$ cat config.mk
export PLATFORM = sky130hd
export DESIGN_NAME = sdpm_cmd_ctrl
export DESIGN_NICKNAME = d
export VERILOG_FILES = /design/src/rtl/sdpm_pkg.sv /design/src/rtl/sdpm_clkdiv.sv /design/src/rtl/sdpm_refresh_timer.sv /design/src/rtl/sdpm_target.sv /design/src/rtl/sdpm_sequencer.sv /design/src/rtl/sdpm_cmd_ctrl.sv
export SDC_FILE = /design/constraint.sdc
export NUM_CORES = 1
export LEC_CHECK = 0
export BUFFER_PORTS_ARGS = -buffer_cell sky130_fd_sc_hd__buf_2
export CORE_AREA = 3 3 89 91
export DETAILED_ROUTE_END_ITERATION = 6
export DIE_AREA = 0 0 92 94
export HOLD_SLACK_MARGIN = 0.08
export PLACE_DENSITY = 0.79
export REMOVE_ABC_BUFFERS = 1
export SLEW_MARGIN = 20
export SYNTH_ARGS = -nofsm -noshare
export SYNTH_HDL_FRONTEND = slang
export SYNTH_SLANG_ARGS = --single-unit
$ cat constraint.sdc
create_clock -name clk -period 5.3 [get_ports clk]
set_input_delay 0.265 -clock clk [delete_from_list [all_inputs] [get_ports clk]]
set_output_delay 0.265 -clock clk [all_outputs]
set_load 0.03 [all_outputs]
$ cat src/rtl/sdpm_pkg.sv
// Shared encodings for the SDRAM command and low-power manager.
// Assumes {RAS,CAS,WE} active-low command encoding of standard SDRAM.
package sdpm_pkg;

    // Request mode codes presented by software.
    localparam logic [2:0] MODE_NORMAL    = 3'd0;
    localparam logic [2:0] MODE_PRECHARGE = 3'd1;
    localparam logic [2:0] MODE_AREF      = 3'd2;
    localparam logic [2:0] MODE_LOADMODE  = 3'd3;
    localparam logic [2:0] MODE_SELFREF   = 3'd4;
    localparam logic [2:0] MODE_PWRDOWN   = 3'd5;

    // {RAS_n, CAS_n, WE_n} command encodings.
    typedef enum logic [2:0] {
        CMD_LOADMODE  = 3'b000,
        CMD_AREF      = 3'b001,
        CMD_PRECHARGE = 3'b010,
        CMD_ACTIVE    = 3'b011,
        CMD_WRITE     = 3'b100,
        CMD_READ      = 3'b101,
        CMD_NOP       = 3'b111
    } sd_cmd_e;

    // Power state kept per device.
    typedef enum logic [1:0] {
        TS_NORMAL = 2'd0,
        TS_SELF   = 2'd1,
        TS_PDOWN  = 2'd2
    } tgt_state_e;

    // Sequencer step.
    typedef enum logic [1:0] {
        SQ_IDLE = 2'd0,
        SQ_PRE  = 2'd1,
        SQ_CMD  = 2'd2,
        SQ_WAIT = 2'd3
    } sq_step_e;

endpackage

$ cat src/rtl/sdpm_clkdiv.sv
// Divides the system clock by two for the memory clock.
// tick is high in the system cycle whose closing edge is a memory-clock slot boundary.
// Assumes synchronous active-low reset.
module sdpm_clkdiv (
    input  logic clk,
    input  logic rst_n,
    output logic tick,
    output logic mclk
);
    logic ph;

    // Toggle the phase every system cycle.
    always_ff @(posedge clk) begin
        if (!rst_n) ph <= 1'b0;
        else        ph <= ~ph;
    end

    assign tick = ph;
    assign mclk = ph;
endmodule

$ cat src/rtl/sdpm_refresh_timer.sv
// Counts memory-clock slots and raises a pending flag each refresh interval.
// An interval of zero stops the count and drops any pending refresh.
// Assumes clr is pulsed by the sequencer when it takes up the pending refresh.
module sdpm_refresh_timer #(
    parameter int REF_W = 12
) (
    input  logic             clk,
    input  logic             rst_n,
    input  logic             tick,
    input  logic [REF_W-1:0] interval,
    input  logic             clr,
    output logic             pend
);
    logic [REF_W-1:0] cnt;
    logic             due;

    assign due = tick && (interval != '0) && (cnt >= interval - 1'b1);

    // Slot counter that restarts at every expiry.
    always_ff @(posedge clk) begin
        if (!rst_n || interval == '0) cnt <= '0;
        else if (tick)                cnt <= due ? '0 : cnt + 1'b1;
    end

    // Pending flag: an expiry sets it, the sequencer clears it.
    always_ff @(posedge clk) begin
        if (!rst_n || interval == '0) pend <= 1'b0;
        else                          pend <= due | (pend & ~clr);
    end

    // the counter never runs past a nonzero interval.
    assert_cnt_bound_R9: assert property (@(posedge clk) disable iff (!rst_n)
        (interval != '0 && $stable(interval)) |-> (cnt < interval));
endmodule

$ cat src/rtl/sdpm_target.sv
// Power state and clock enable of one SDRAM device.
// Assumes all strobes are asserted only in tick cycles by the sequencer.
module sdpm_target
    import sdpm_pkg::*;
(
    input  logic       clk,
    input  logic       rst_n,
    input  logic       tick,
    input  logic       go_self,
    input  logic       go_pdown,
    input  logic       go_normal,
    input  logic       cke_up,
    input  logic       cke_down,
    output tgt_state_e state,
    output logic       cke
);
    // Clock-enable register, high after reset.
    always_ff @(posedge clk) begin
        if (!rst_n)        cke <= 1'b1;
        else if (cke_up)   cke <= 1'b1;
        else if (cke_down) cke <= 1'b0;
    end

    // Power-state register.
    always_ff @(posedge clk) begin
        if (!rst_n)         state <= TS_NORMAL;
        else if (go_self)   state <= TS_SELF;
        else if (go_pdown)  state <= TS_PDOWN;
        else if (go_normal) state <= TS_NORMAL;
    end

    // a device in self-refresh never has its clock enabled.
    assert_self_cke_low_R6: assert property (@(posedge clk) disable iff (!rst_n)
        (state == TS_SELF) |-> !cke);

    // power state moves only on slot boundaries.
    assert_state_on_slot_R2: assert property (@(posedge clk) disable iff (!rst_n)
        !tick |=> $stable(state));
endmodule

$ cat src/rtl/sdpm_sequencer.sv
// Accepts one operation at a time (software request, self-refresh wake, or periodic
// refresh), then steps it through optional clock-enable raise, command slot and wait.
// Assumes tick marks memory-clock slot boundaries; outputs change only on those.
module sdpm_sequencer
    import sdpm_pkg::*;
#(
    parameter int N_TGT      = 2,
    parameter int PARAM_W    = 13,
    parameter int DLY_W      = 4,
    parameter int TRP_SLOTS  = 2,
    parameter int TMRD_SLOTS = 2
) (
    input  logic               clk,
    input  logic               rst_n,
    input  logic               tick,
    input  logic               req_valid,
    input  logic [2:0]         req_mode,
    input  logic [N_TGT-1:0]   req_tgt,
    input  logic [PARAM_W-1:0] req_param,
    input  logic [N_TGT-1:0]   acc_req,
    input  tgt_state_e         tstate [N_TGT],
    input  logic               ref_pend,
    input  logic [DLY_W-1:0]   cfg_trfc,
    input  logic [DLY_W-1:0]   cfg_exit_dly,
    output logic               ref_clr,
    output logic               busy,
    output logic [N_TGT-1:0]   cs_n,
    output logic               ras_n,
    output logic               cas_n,
    output logic               we_n,
    output logic [PARAM_W-1:0] mode_word,
    output logic [N_TGT-1:0]   go_self,
    output logic [N_TGT-1:0]   go_pdown,
    output logic [N_TGT-1:0]   go_normal,
    output logic [N_TGT-1:0]   cke_up,
    output logic [N_TGT-1:0]   cke_down
);
    localparam logic [DLY_W-1:0] W_TRP  = DLY_W'(TRP_SLOTS);
    localparam logic [DLY_W-1:0] W_TMRD = DLY_W'(TMRD_SLOTS);

    logic [N_TGT-1:0] self_m, pd_m, norm_m, wake_m, ref_m;
    logic             req_ok, ref_go, wake_go, sw_go, start, last;

    // Next-operation fields chosen this cycle.
    logic [N_TGT-1:0]   n_mask, n_pdm;
    sd_cmd_e            n_cmd;
    logic               n_cs, n_pre, n_relow, n_ckelo, n_ckehi, n_setst, n_ld;
    tgt_state_e         n_nst;
    logic [DLY_W-1:0]   n_wait;

    // Latched operation.
    logic [N_TGT-1:0]   op_mask, op_pdm;
    sd_cmd_e            op_cmd;
    logic               op_cs, op_pre, op_relow, op_ckelo, op_ckehi, op_setst, op_ld;
    tgt_state_e         op_nst;
    logic [DLY_W-1:0]   op_wait, cnt;
    logic [PARAM_W-1:0] op_param;
    sq_step_e           st;

    // Per-device state masks.
    always_comb begin
        for (int i = 0; i < N_TGT; i++) begin
            self_m[i] = (tstate[i] == TS_SELF);
            pd_m[i]   = (tstate[i] == TS_PDOWN);
            norm_m[i] = (tstate[i] == TS_NORMAL);
        end
    end

    assign wake_m  = acc_req & self_m;
    assign ref_m   = ~self_m;
    assign req_ok  = req_valid && (req_tgt != '0) &&
                     ((req_mode == MODE_NORMAL) ||
                      ((req_mode <= MODE_PWRDOWN) && ((req_tgt & ~norm_m) == '0)));
    assign ref_go  = ref_pend && (ref_m != '0);
    assign wake_go = !ref_pend && (wake_m != '0);
    assign sw_go   = !ref_pend && (wake_m == '0) && req_ok;
    assign start   = (st == SQ_IDLE) && (ref_go || wake_go || sw_go);
    assign ref_clr = (st == SQ_IDLE) && ref_pend;
    assign busy    = (st != SQ_IDLE);
    assign last    = tick && (st == SQ_WAIT) && (cnt <= 1);

    // Pick the operation by priority: refresh, wake, software request.
    always_comb begin
        n_mask = '0; n_pdm = '0; n_cmd = CMD_NOP; n_cs = 1'b0; n_pre = 1'b0;
        n_relow = 1'b0; n_ckelo = 1'b0; n_ckehi = 1'b0; n_setst = 1'b0;
        n_ld = 1'b0; n_nst = TS_NORMAL; n_wait = '0;
        if (ref_go) begin
            n_mask = ref_m; n_pdm = ref_m & pd_m; n_pre = |(ref_m & pd_m);
            n_relow = |(ref_m & pd_m); n_cmd = CMD_AREF; n_cs = 1'b1; n_wait = cfg_trfc;
        end else if (wake_go) begin
            n_mask = wake_m; n_cs = 1'b1; n_ckehi = 1'b1; n_setst = 1'b1;
            n_wait = cfg_exit_dly;
        end else if (sw_go) begin
            n_mask = req_tgt;
            case (req_mode)
                MODE_NORMAL: begin
                    n_mask = req_tgt & ~norm_m; n_cs = 1'b1; n_ckehi = 1'b1;
                    n_setst = 1'b1; n_wait = cfg_exit_dly;
                end
                MODE_PRECHARGE: begin n_cmd = CMD_PRECHARGE; n_cs = 1'b1; n_wait = W_TRP; end
                MODE_AREF:      begin n_cmd = CMD_AREF;      n_cs = 1'b1; n_wait = cfg_trfc; end
                MODE_LOADMODE:  begin n_cmd = CMD_LOADMODE;  n_cs = 1'b1; n_ld = 1'b1; n_wait = W_TMRD; end
                MODE_SELFREF: begin
                    n_cmd = CMD_AREF; n_cs = 1'b1; n_ckelo = 1'b1; n_setst = 1'b1; n_nst = TS_SELF;
                end
                default: begin
                    n_ckelo = 1'b1; n_setst = 1'b1; n_nst = TS_PDOWN;
                end
            endcase
        end
    end

    // Latch the chosen operation at acceptance.
    always_ff @(posedge clk) begin
        if (!rst_n) begin
            op_mask <= '0; op_pdm <= '0; op_cmd <= CMD_NOP; op_cs <= 1'b0; op_pre <= 1'b0;
            op_relow <= 1'b0; op_ckelo <= 1'b0; op_ckehi <= 1'b0; op_setst <= 1'b0;
            op_ld <= 1'b0; op_nst <= TS_NORMAL; op_wait <= '0; op_param <= '0;
        end else if (start) begin
            op_mask <= n_mask; op_pdm <= n_pdm; op_cmd <= n_cmd; op_cs <= n_cs; op_pre <= n_pre;
            op_relow <= n_relow; op_ckelo <= n_ckelo; op_ckehi <= n_ckehi; op_setst <= n_setst;
            op_ld <= n_ld; op_nst <= n_nst; op_wait <= n_wait; op_param <= req_param;
        end
    end

    // Step through pre-raise, command slot and wait countdown.
    always_ff @(posedge clk) begin
        if (!rst_n) begin
            st  <= SQ_IDLE;
            cnt <= '0;
        end else begin
            case (st)
                SQ_IDLE: if (start) st <= n_pre ? SQ_PRE : SQ_CMD;
                SQ_PRE:  if (tick) st <= SQ_CMD;
                SQ_CMD:  if (tick) begin st <= SQ_WAIT; cnt <= op_wait; end
                default: if (tick) begin
                    if (cnt <= 1) st <= SQ_IDLE;
                    else          cnt <= cnt - 1'b1;
                end
            endcase
        end
    end

    // Drive the command pins once per slot; deselect outside the command slot.
    always_ff @(posedge clk) begin
        if (!rst_n) begin
            cs_n <= '1; {ras_n, cas_n, we_n} <= CMD_NOP; mode_word <= '0;
        end else if (tick) begin
            cs_n <= '1;
            {ras_n, cas_n, we_n} <= CMD_NOP;
            if (st == SQ_CMD) begin
                if (op_cs) cs_n <= ~op_mask;
                {ras_n, cas_n, we_n} <= op_cmd;
                if (op_ld) mode_word <= op_param;
            end
        end
    end

    // Per-device strobes, valid only on slot boundaries.
    always_comb begin
        cke_up    = '0;
        cke_down  = '0;
        go_self   = '0;
        go_pdown  = '0;
        go_normal = '0;
        if (tick && st == SQ_PRE) cke_up = op_pdm;
        if (tick && st == SQ_CMD) begin
            if (op_ckehi) cke_up   = op_mask;
            if (op_ckelo) cke_down = op_mask;
            if (op_setst) begin
                if (op_nst == TS_SELF)       go_self   = op_mask;
                else if (op_nst == TS_PDOWN) go_pdown  = op_mask;
                else                         go_normal = op_mask;
            end
        end
        if (last && op_relow) cke_down = op_pdm;
    end

    // only NOP may be sent to a device that is in self-refresh.
    assert_no_cmd_to_self_R7: assert property (@(posedge clk) disable iff (!rst_n)
        (tick && st == SQ_CMD && op_cs && op_cmd != CMD_NOP) |-> ((op_mask & self_m) == '0));

    // once busy, busy holds until the final wait slot.
    assert_busy_hold_R10: assert property (@(posedge clk) disable iff (!rst_n)
        (busy && !last) |=> busy);

    // a request seen while busy leaves the latched target mask untouched.
    assert_busy_ignores_R11: assert property (@(posedge clk) disable iff (!rst_n)
        (busy && req_valid) |=> $stable(op_mask));
endmodule

$ cat src/rtl/sdpm_cmd_ctrl.sv
// Top of the SDRAM command and low-power manager for N_TGT devices that share the
// RAS/CAS/WE lines. Software requests, access-triggered wakes and periodic refresh
// are serialised by one sequencer; each device keeps its own power state and CKE.
// Assumes one request strobe per cycle and a system clock twice the memory clock.
module sdpm_cmd_ctrl
    import sdpm_pkg::*;
#(
    parameter int N_TGT      = 2,
    parameter int PARAM_W    = 13,
    parameter int REF_W      = 12,
    parameter int DLY_W      = 4,
    parameter int TRP_SLOTS  = 2,
    parameter int TMRD_SLOTS = 2
) (
    input  logic               clk,
    input  logic               rst_n,
    input  logic               req_valid,
    input  logic [2:0]         req_mode,
    input  logic [N_TGT-1:0]   req_tgt,
    input  logic [PARAM_W-1:0] req_param,
    input  logic [N_TGT-1:0]   acc_req,
    input  logic [REF_W-1:0]   cfg_ref_interval,
    input  logic [DLY_W-1:0]   cfg_trfc,
    input  logic [DLY_W-1:0]   cfg_exit_dly,
    output logic               busy,
    output logic               sd_clk,
    output logic [N_TGT-1:0]   sd_cke,
    output logic [N_TGT-1:0]   sd_cs_n,
    output logic               sd_ras_n,
    output logic               sd_cas_n,
    output logic               sd_we_n,
    output logic [PARAM_W-1:0] sd_mode_word
);
    logic             tick, ref_pend, ref_clr;
    logic [N_TGT-1:0] go_self, go_pdown, go_normal, cke_up, cke_down;
    tgt_state_e       tst [N_TGT];

    sdpm_clkdiv u_div (
        .clk  (clk),
        .rst_n(rst_n),
        .tick (tick),
        .mclk (sd_clk)
    );

    sdpm_refresh_timer #(.REF_W(REF_W)) u_ref (
        .clk     (clk),
        .rst_n   (rst_n),
        .tick    (tick),
        .interval(cfg_ref_interval),
        .clr     (ref_clr),
        .pend    (ref_pend)
    );

    sdpm_sequencer #(
        .N_TGT(N_TGT), .PARAM_W(PARAM_W), .DLY_W(DLY_W),
        .TRP_SLOTS(TRP_SLOTS), .TMRD_SLOTS(TMRD_SLOTS)
    ) u_seq (
        .clk         (clk),
        .rst_n       (rst_n),
        .tick        (tick),
        .req_valid   (req_valid),
        .req_mode    (req_mode),
        .req_tgt     (req_tgt),
        .req_param   (req_param),
        .acc_req     (acc_req),
        .tstate      (tst),
        .ref_pend    (ref_pend),
        .cfg_trfc    (cfg_trfc),
        .cfg_exit_dly(cfg_exit_dly),
        .ref_clr     (ref_clr),
        .busy        (busy),
        .cs_n        (sd_cs_n),
        .ras_n       (sd_ras_n),
        .cas_n       (sd_cas_n),
        .we_n        (sd_we_n),
        .mode_word   (sd_mode_word),
        .go_self     (go_self),
        .go_pdown    (go_pdown),
        .go_normal   (go_normal),
        .cke_up      (cke_up),
        .cke_down    (cke_down)
    );

    // One power-state holder per device.
    for (genvar g = 0; g < N_TGT; g++) begin : g_tgt
        sdpm_target u_tgt (
            .clk      (clk),
            .rst_n    (rst_n),
            .tick     (tick),
            .go_self  (go_self[g]),
            .go_pdown (go_pdown[g]),
            .go_normal(go_normal[g]),
            .cke_up   (cke_up[g]),
            .cke_down (cke_down[g]),
            .state    (tst[g]),
            .cke      (sd_cke[g])
        );

        // an idle block leaves a powered-down device with its clock disabled.
        assert_pd_cke_low_R8: assert property (@(posedge clk) disable iff (!rst_n)
            (tst[g] == TS_PDOWN && !busy) |-> !sd_cke[g]);
    end

    // command pins move only at slot boundaries.
    assert_bus_on_slot_R2: assert property (@(posedge clk) disable iff (!rst_n)
        !$past(tick) |-> $stable({sd_cs_n, sd_ras_n, sd_cas_n, sd_we_n}));

    // every non-NOP command selects at least one device.
    assert_cmd_has_cs_R3: assert property (@(posedge clk) disable iff (!rst_n)
        ({sd_ras_n, sd_cas_n, sd_we_n} != 3'b111) |-> (sd_cs_n != '1));
endmodule

==> Word level (Yosys, flattened, before mapping) <==
Cells that the tools add are included.
{ "word_totals": {"rom_bits": 0, "memories": 0, "ram_bits": 0, "latch_bits": 0, "ff_bits": 76, "input_bits": 43, "wordCells": 195, "out_inout_bits": 22} }
{ "classes": {"shifts": 0, "n_lt_le_gt_ge": 3, "reduce_logical": 54, "addsub": 3, "muxes": 78, "n_div": 0, "n_mul": 0, "eq_ne": 17, "bitwise": 12} }
{ "op_table": {"columns": ["cell", "n"], "rows": [
  ["two-way mux 2 bit", 37],
  ["two-way mux 1 bit", 26],
  ["two-way mux 4 bit", 6],
  ["logical AND 1 bit", 16],
  ["OR reduction 2 bit", 8],
  ["nonzero test 2 bit", 7],
  ["adder 12 x 1 -> 12 bit (second input constant)", 1],
  ["greater-or-equal comparator 12 bit", 1],
  ["logical NOT 12 bit", 1],
  ["two-way mux 12 bit", 1],
  ["case mux 4 bit (3 select lines)", 1],
  ["nonzero test 12 bit", 1],
  ["subtractor 12 x 1 -> 12 bit (second input constant)", 1],
  ["== test 2 bit (second input constant)", 5],
  ["logical NOT 2 bit", 5],
  ["two-way mux 3 bit", 3],
  ["case mux 3 bit (3 select lines)", 1],
  ["== test 2 x 1 -> 1 bit (second input constant)", 4],
  ["case mux 4 bit (2 select lines)", 1],
  ["bitwise AND 2 bit", 3],
  ["== test 3 x 2 -> 1 bit (second input constant)", 2],
  ["!= test 2 bit (second input constant)", 3],
  ["NOT 2 bit", 3],
  ["case mux 2 bit (3 select lines)", 1],
  ["other kinds (20)", 29]
]} }

==> Longest topological paths before layout <==
Gate-level depths: netlist of run 1.
{ "logic_depth": {"depth_word": 12, "mapped_depth": 11} }

==> Hierarchy <==
Synthesis of run 1 repeated with hierarchy kept, for this count alone.
{ "unflattened": {"cells_unflattened": 497, "area_unflattened_um2": 4226.6} }
{ "by_module_without_submodules": {"columns": ["module", "area_per_inst_um2", "seq_area_each_um2", "instances", "cells_each"], "rows": [
  ["sdpm_sequencer", 2901.5, 1121.1, 1, 353],
  ["sdpm_refresh_timer", 1056.0, 260.2, 1, 121],
  ["sdpm_target", 113.9, 60.1, 2, 10],
  ["sdpm_clkdiv", 41.3, 20.0, 1, 3]
]} }

==> Worst setup path after synthesis of run 1 <==
Ideal clock, no wire load.
{ "synth_timing": {"kind": "in2reg", "from": "input port cfg_ref_interval[3]", "to": "register u_ref.cnt[10]", "n_path_buf": 1, "arrival_ns": 2.566, "path_slack_ns": 2.604, "required_time_ns": 5.170, "path_stages": 9, "cell_sequence": "nor4_1 -> nor4b_1 -> nand2_1 -> xor2_1 -> ha_1 -> nand4_1 -> o41ai_1 -> buf_2 -> nor3_1"} }
{ "synth_between": {"elab_chain_len": 4, "elab_cells_between_ends": 8, "classes_between": "add/sub (1); order compare (1); mux (1); reduce/logical (5)"} }
{ "synth_rtl": {"columns": ["element", "line_no", "source"], "rows": [
  ["start, declared", "sdpm_cmd_ctrl.sv:22", "input logic [REF_W-1:0] cfg_ref_interval,"],
  ["subtractor 12 x 1 -> 12 bit or nonzero test 12 bit (tied branches)", "sdpm_refresh_timer.sv:17", "assign due = tick && (interval != '0) && (cnt >= interval - 1'b1);"],
  ["greater-or-equal comparator 12 bit or logical AND 1 bit (tied branches)", "sdpm_refresh_timer.sv:17", null],
  ["logical AND 1 bit", "sdpm_refresh_timer.sv:17", null],
  ["two-way mux 12 bit", "sdpm_refresh_timer.sv:22", "else if (tick) cnt <= due ? '0 : cnt + 1'b1;"],
  ["end signal, assigned", "sdpm_refresh_timer.sv:22", null],
  ["end, declared", "sdpm_refresh_timer.sv:14", "logic [REF_W-1:0] cnt;"]
]} }
Parallel ways exist; a longest one is shown, timed or not.
A chain may end at the register's enable or synchronous reset.

==> Worst setup path in the final report of run 1 <==
{ "layout_timing": {"from": "input port cfg_ref_interval[3]", "to": "register u_ref.cnt[0]"} }
Same word-level chain as after synthesis.

==> out/results.ini, run 1 <==
[timing]
finalHoldViolCount=0
hold_slack_ns=0.164
slew_violations=0
period_minus_slack_ns=2.81
setup_viol=0
finClkSkew_ns=0.00875
max_freq_mhz=356
relSlewSlack_pct=39.5
rsz0062_at_grt=false
post-route-period-util_pct=53.0
worst_pin_slew_ns=0.896
tns_ns=0

[setup_path]
endpoint=u_ref.cnt[0]
critPathCaptureType=flip-flop
rr_startpoint=u_seq.st[1]
critPathLaunchType=input pin
worstPathMaxFanout=13
critPathLaunch=cfg_ref_interval[3]
crit_type=in2reg
rrSetupSlack_ns=2.92
reg2reg_depth=6
reg2reg_to=u_seq.op_nst[0]
crit_arrival_ns=3.08
crit_required_ns=5.57

[final_layout]
seq_area_mm2=0.00152
fin_cells=637
mostFrequentLayoutCells=nand2_1, dfxtp_1, buf_2, nor2_1, ha_1
drive_gt1_share_pct=17.7
antenna_cells=0
fill_cells=631
layout_commonest_cell=nand2_1
syn_to_final_growth_pct=12.4
multi_input_area_mm2=0.00239
nets=596
utilization_pct=63.6

[cts]
path_clk_slew_ns=0.08
cts_setup_buffers=0
cts_sinks=76
clock_latency_ns=0.34
cts_max_level=3
cts_buffer_depth=2
cts_root_buf=clkbuf_8
cts_tree=built
numCtsBuffers=9
postCtsHoldBufs=0
cts_resized=0

[yosys]
synth_edf_count=0
syn_inst=485
ys_types=61
ys_seq_area_share_pct=37.3
synth_seq_cells=76
ys.flop_type=dfxtp_1
async_flop_share_pct=0
ys_top_cells_by_area=dfxtp_1, nand2_1, ha_1, mux2i_1, a21boi_0
synth_top_cell_area_share_pct=37.3
yosysWarnings=0
synth_top_cell_by_area=dfxtp_1
syn_area_per_cell_um2=8.42
netlist_area_mm2=0.00408

[worst_hold_path]
hp-class=in2reg

[route]
firstDrtPassIters=5
via_count=3724
routed_via_density=5.85
wirelength_um=9460
drt_iter0_markers=216
drc=0
wl_per_cell_um=14.8
drtAntennaViolNets=0

[placement]
portBuffers=64
hpwlAfterDp_um=6780
gp_congestion=0.876
placed_cells_incl_taps=621

[pwr]
power.clock.fraction_pct=29.2
seq_power_share_pct=47.4
power_density_mw_per_mm2=294
switching_share_pct=32.5
p_comb_share_pct=23.4
p_switching_mw=0.439
p_total_mw=1.35
peakVddDrop_uv=181
p_leak_nw=1.81
p_int_mw=0.910

[global_routing]
antenna_found_initial=0
grt_usage_pct=22.7
overflow=0
grt_max_degree=51
grt_pass1_wl_um=16100
grt_pass1_vias=3523

[floorplanning]
ioPinCount=65
start_util_pct=56.6
rows=31
die_x_um=92
die_h_um=94
die-area_mm2=0.00865
core-area_mm2=0.00721

[run_status]
status=completed

[run]
drv_cap=0

[power groups by stage]
stage               clock network (mW)  logic [mW]  registers [mW]
floorplan                            0       0.213           0.649
global placement                     0       0.298           0.650
detailed placement                   0       0.312           0.652
CTS                              0.399       0.314           0.639
global route                     0.428       0.351           0.646
finish                           0.394       0.315           0.640
[metrics by stage]
step / setup slack (ns) / area (um^2)
floorplan: 1.97 / 3940
global placement: 2.24 / 4410
detailed placement: 2.15 / 4410
CTS: 2.49 / 4590
global route: 2.24 / 4590
finish: 2.49 / 4590
[how the worst min path moves through the flow]
stage                                   from                  to  slack [ns]  depth (start not counted)
final                           req_param[0]   u_seq.op_param[0]        0.16                          3
after global routing            req_param[6]   u_seq.op_param[6]        0.14                          3
after CTS                       req_param[6]   u_seq.op_param[6]        0.15                          3
after detailed placement   u_seq.op_param[1]   u_seq.op_param[1]        0.45                          2
after global placement    u_seq.op_param[10]  u_seq.op_param[10]        0.44                          2
after floorplan                        rst_n         u_seq.cas_n        0.33                          1
[per-layer routing]
layer	track usage, %	wire [um]
met1	28.5	4160
met2	39.7	4600
met3	4.41	574
met4	6.31	123
met5	0	0
[cells by family after synthesis]
logic type      synth area share, %
xor+xnor                       4.29
buf+inv                        4.38
simple gates                   25.3
compound gates                 18.5
flops                          37.3
mux                            4.17
fa+ha+maj                      6.13
[cell type report]
cell class / count / area share (%)
inverter: 10 / 0.818
tap: 99 / 2.70
multi-input combinational: 369 / 52.0
sequential: 76 / 33.1
clock buffer: 10 / 3.00
clock inverter: 6 / 0.872
timing repair buffer: 67 / 7.47
[worst max-delay path, stage by stage]
cell	delay, ns
buf_2	0.12
nor4_1	0.44
nor4b_1	0.53
nand2_1	0.13
xor2_1	0.17
ha_1	0.29
nand4_1	0.13
nor2_1	0.07
a22o_1	0.38
or3b_1	0.41
o22ai_1	0.14
[sequential cells by signal, summed over array words and instances (netlist names), 3 cells and up]
| name | count |
|---|---|
| g_tgt.u_tgt.state | 4 |
| u_seq.op_wait | 4 |
| u_seq.op_cmd | 3 |
| u_seq.cnt | 4 |
| u_seq.op_param | 13 |
| u_ref.cnt | 12 |
| u_seq.mode_word | 13 |
[synthesized netlist by cell type, types with 6 or more instances]
master,n
a22oi_1,6
a21boi_0,19
nor3_1,19
dfxtp_1,76
nand4_1,11
a31oi_1,10
a21oi_1,7
nand3b_1,7
xnor2_1,7
o31ai_1,7
ha_1,20
nor2_1,21
mux2i_1,17
clkbuf_1,19
nand3_1,13
o21ai_0,18
inv_1,10
nor2b_1,9
o21ai_1,8
xor2_1,13
nand2_1,88
(Power assumes the default switching activity.)
==> run 2, diff against run 1 <==
--- a/config.mk
+++ b/config.mk
@@ -6,11 +6,11 @@
 export NUM_CORES = 1
 export LEC_CHECK = 0
 export BUFFER_PORTS_ARGS = -buffer_cell sky130_fd_sc_hd__buf_2
-export CORE_AREA = 3 3 89 91
+export CORE_AREA = 3 3 94 96
 export DETAILED_ROUTE_END_ITERATION = 6
-export DIE_AREA = 0 0 92 94
+export DIE_AREA = 0 0 97 99
 export HOLD_SLACK_MARGIN = 0.08
-export PLACE_DENSITY = 0.79
+export PLACE_DENSITY = 0.74
 export REMOVE_ABC_BUFFERS = 1
 export SLEW_MARGIN = 20
 export SYNTH_ARGS = -nofsm -noshare
==> constraint.sdc (replaced) <==
create_clock -name clk -period 2.4 [get_ports clk]
set_input_delay 0.12 -clock clk [delete_from_list [all_inputs] [get_ports clk]]
set_output_delay 0.12 -clock clk [all_outputs]
set_load 0.03 [all_outputs]
==> run 2 against run 1 <==
  * Cell area is 7.8% higher
  * Combinational power grew 140%
  * Sequential share of layout area is 2.4 points lower
  * Non-clock buffer count rose by 40
  * Global-route usage shrank 2.1 points
  * Cell count up 7.2%
  * Critical path type is now reg2reg
  * Largest power group unchanged
  * Highest routed layer unchanged
==> out/results.ini, run 2 (synthesis results as in run 1) <==
[timing]
fin_ws_ns=0.193
finClkSkew_ns=0.00759
setup_viol=0
worst_pin_slew_ns=0.720
rsz0062_at_grt=false
period_minus_slack_ns=2.21
max_freq_mhz=453
slew_violations=0
finalHoldViolCount=0
post-route-period-util_pct=91.9
hold_slack_ns=0.103
tns_ns=0
relSlewSlack_pct=51.8

[route]
firstDrtPassIters=4
drc=0
wl_per_cell_um=14.4
via_count=3859
drt_iter0_markers=198
routed_via_density=5.65
wirelength_um=9810
drtAntennaViolNets=0

[final_layout]
mostFrequentLayoutCells=nand2_1, dfxtp_1, buf_2, buf_4, nor2_1
drive_gt1_share_pct=20.8
seq_area_mm2=0.00152
layout_commonest_cell=nand2_1
syn_to_final_growth_pct=21.3
reg_top3=u_seq.mode_word: 13 flops, u_seq.op_param: 13 flops, u_ref.cnt: 12 flops
nets=636
antenna_cells=0
multi_input_area_mm2=0.00239
utilization_pct=60.9
fill_cells=714

[pwr]
peakVddDrop_uv=413
p_total_mw=3.08
p_leak_nw=2.00
power_density_mw_per_mm2=623

[floorplanning]
ioPinCount=65
start_util_pct=50.2
die_h_um=99
rows=33
die-area_mm2=0.00960
core-area_mm2=0.00813
die_x_um=97

[placement]
hpwlAfterDp_um=6930
gp_congestion=0.912
portBuffers=64
post-place-ws_ns=-0.220

[worst_hold_path]
hold_depth=3
hp-class=in2reg
hp-start=cfg_exit_dly[2]

[cts]
cts_max_level=3
path_clk_slew_ns=0.09
clock_latency_ns=0.34
cts_tree=built
cts_sinks=76
cts_buffer_depth=2
cts_root_buf=clkbuf_8
numCtsBuffers=9

[setup_path]
rr_startpoint=u_seq.st[1]
crit_arrival_ns=2.45
worstPathMaxFanout=11
critPathLaunch=u_seq.st[1]
reg2reg_depth=6
critPathLaunchType=flip-flop
crit_required_ns=2.64
critPathCaptureType=flip-flop
crit_type=reg2reg

[run]
drv_cap=0

[global_routing]
overflow=0
grt_pass1_wl_um=16600
grt_usage_pct=20.6
grt_pass1_vias=3583
grt_max_degree=41
antenna_found_initial=0

[run_status]
status=completed

[run 2: power breakdown]
group,switching [mW],internal [mW]
Clock,0.514,0.388
Sequential,0.0613,1.35
Combinational,0.449,0.321
[run 2: per-stage QoR]
step	cell area [um^2]	cells
2_1_floorplan	3940	455
6_report	4950	683
3_3_place_gp	4600	651
4_1_cts	4940	683
3_5_place_dp	4600	651
5_1_grt	4950	683
[run 2: metal layers]
metal	global-route usage, %	part of all wire, %	vias up
li1	-	-	1914
met1	28.1	47	1819
met2	32.6	46	107
met3	2.62	5.0	19
met4	9.50	1.9	0
met5	0	0	-
[run 2: area by class of cell]
cell class	count	share of cell area, %
clock inverter	7	1.19
timing repair buffer	107	13.8
sequential	76	30.7
clock buffer	9	2.50
tap	105	2.65
multi-input combinational	369	48.4
inverter	10	0.758
[run 2: worst paths after layout]
check	endpoint	slack [ns]
setup / recovery	u_seq.op_nst[0]	0.19
hold / removal	u_seq.op_wait[2]	0.10
setup reg to reg	u_seq.op_nst[0]	0.19
hold reg to reg	u_seq.mode_word[11]	0.46
[run 2: what timing repair did]
action	CTS	global route
endpoints found under the hold margin	16	0
gates resized for setup	0	2
endpoints found under the setup margin	0	2
setup buffers	0	0
hold buffers	16	0
[run 2: critical path: stages, from the launching register on]
cell	delay, ns
dfxtp_1	0.35
inv_1	0.12
ha_1	0.30
inv_1	0.16
nor2_1	0.59
nor2_1	0.27
a32o_1	0.32
==> run 3, diff against run 2 <==
--- a/config.mk
+++ b/config.mk
@@ -6,12 +6,11 @@
 export NUM_CORES = 1
 export LEC_CHECK = 0
 export BUFFER_PORTS_ARGS = -buffer_cell sky130_fd_sc_hd__buf_2
-export CORE_AREA = 3 3 94 96
+export CORE_AREA = 3 3 89 91
 export DETAILED_ROUTE_END_ITERATION = 6
-export DIE_AREA = 0 0 97 99
+export DIE_AREA = 0 0 92 94
 export HOLD_SLACK_MARGIN = 0.08
-export PLACE_DENSITY = 0.74
-export REMOVE_ABC_BUFFERS = 1
+export PLACE_DENSITY = 0.79
 export SLEW_MARGIN = 20
 export SYNTH_ARGS = -nofsm -noshare
 export SYNTH_HDL_FRONTEND = slang
==> constraint.sdc (replaced) <==
create_clock -name clk -period 2.2 [get_ports clk]
set_input_delay 0.11 -clock clk [delete_from_list [all_inputs] [get_ports clk]]
set_output_delay 0.11 -clock clk [all_outputs]
set_load 0.03 [all_outputs]
==> run 3 against run 2 <==
  * Critical path depth grew 5
  * Clock skew grew 0.0012 ns
  * Clock power grew 32%
  * Count of clock-buffer cells in the layout grew 1
  * Sequential power grew 9.9%
  * Highest routed layer unchanged
  * Cell area grew 4.3%
  * Register-to-register slack lost 0.06 ns
==> out/results.ini, run 3 (synthesis results as in run 1) <==
[run_status]
status=completed

[timing]
finalHoldViolCount=0
tns_ns=0
slew_violations=0
max_freq_mhz=474
fin_ws_ns=0.0885
setup_viol=0
worst_pin_slew_ns=0.704
hold_slack_ns=0.101
rsz0062_at_grt=true
period_minus_slack_ns=2.11
relSlewSlack_pct=52.8
post-route-period-util_pct=96.0
finClkSkew_ns=0.00880

[global_routing]
grt_pass1_vias=3763
grt_pass1_wl_um=17400
antenna_found_initial=0
grt_max_degree=46
overflow=0
grt_usage_pct=24.7

[pwr]
switching_share_pct=30.5
p_int_mw=2.56
p_switching_mw=1.12
power.clock.fraction_pct=32.4
seq_power_share_pct=42.1
power_density_mw_per_mm2=712
p_leak_nw=2.10
peakVddDrop_uv=445
p_comb_share_pct=25.5

[placement]
portBuffers=64
placed_cells_incl_taps=647
post-place-ws_ns=-0.248
hpwlAfterDp_um=7360
gp_congestion=0.868

[cts]
clock_latency_ns=0.35
cts_root_buf=clkbuf_8
cts_max_level=3
path_clk_slew_ns=0.08
cts_tree=built
cts_sinks=76
cts_buffer_depth=2
numCtsBuffers=9

[worst_hold_path]
hp-class=in2reg

[setup_path]
crit_type=in2reg
worstPathMaxFanout=3
crit_required_ns=2.47
critPathLaunchType=input pin
critPathCaptureType=flip-flop
crit_arrival_ns=2.38

[final_layout]
mostFrequentLayoutCells=nand2_1, dfxtp_1, buf_2, buf_4, nor2_1
utilization_pct=71.6
nets=647
reg_top3=u_seq.mode_word: 13 flops, u_seq.op_param: 13 flops, u_ref.cnt: 12 flops
drive_gt1_share_pct=23.3
fill_cells=580
fin_cells=688
syn_to_final_growth_pct=26.5
antenna_cells=0
layout_commonest_cell=nand2_1

[yosys]
synth.net_count=548

[route]
drt_iter0_markers=202
drtAntennaViolNets=0
via_count=3983
wirelength_um=10800
routed_via_density=5.79
firstDrtPassIters=5
drc=0
wl_per_cell_um=15.6

[floorplanning]
die_h_um=94
rows=31
ioPinCount=65
die_x_um=92
die-area_mm2=0.00865
start_util_pct=56.6
core-area_mm2=0.00721

[run]
drv_cap=0

[run 3: changes by cell type in the layout (fill, tap and decap cells not counted), sizes merged]
cell | before | now
buf | 91 | 99
dlygate4sd3 | 16 | 19
bufinv | 0 | 2
clkbuf | 9 | 10
clkinv | 3 | 2
clkinvlp | 2 | 1
inv | 12 | 11
[run 3: cell type report]
class                      instances  area [um^2]  share of cell area (%)
multi-input combinational        369         2460                    47.6
clock inverter                     6         86.3                    1.67
inverter                          10         37.5                   0.727
sequential                        76         1520                    29.5
tap                               99          124                    2.40
clock buffer                      10          138                    2.66
timing repair buffer             118          802                    15.5
[run 3: final timing paths]
kind / from / to / slack, ns / cells after the start
worst max-delay path: cfg_ref_interval[3] / u_ref.cnt[0] / 0.09 / 11
worst min-delay path: cfg_exit_dly[1] / u_seq.op_wait[1] / 0.10 / 3
worst max register to register: u_ref.cnt[0] / u_ref.cnt[1] / 0.13 / 8
worst min register to register: u_seq.op_param[6] / u_seq.op_param[6] / 0.46 / 2
[run 3: power by group through the flow]
stage          clock network [mW]  logic (mW)  registers (mW)
5_1_grt                      1.27        1.03            1.56
2_1_floorplan                   0       0.571            1.56
3_5_place_dp                    0       0.835            1.58
3_3_place_gp                    0       0.808            1.57
6_report                     1.19       0.938            1.55
4_1_cts                      1.21       0.872            1.54
[run 3: metal layers]
metal	global-route usage (%)	share of wire, %	wire (um)
met5	0	0	0
met4	8.42	1.8	192
met3	4.33	4.9	526
met2	42.4	48	5180
met1	31.4	45	4860
[run 3: per-stage QoR]
step | instance area [um^2] | power, mW
floorplan | 4130 | 2.13
global route | 5160 | 3.86
CTS | 5080 | 3.63
finish | 5160 | 3.68
global placement | 4660 | 2.38
detailed placement | 4660 | 2.41
[run 3: repair_timing]
action | 4_1_cts | 5_1_grt
setup endpoints to repair | 5 | 14
pin swaps | 0 | 1
buffers inserted | 0 | 6
gates resized for setup | 1 | 11
hold buffers | 19 | 0
hold endpoints to repair | 16 | 0
[run 3: critical path, stage by stage]
cell,delay (ns)
buf_8,0.10
nor4_4,0.31
nor4b_4,0.28
nand2_1,0.11
xor2_1,0.16
ha_1,0.29
nand4_1,0.17
nor2_1,0.08
a22o_1,0.26
or3b_1,0.35
o22ai_1,0.15
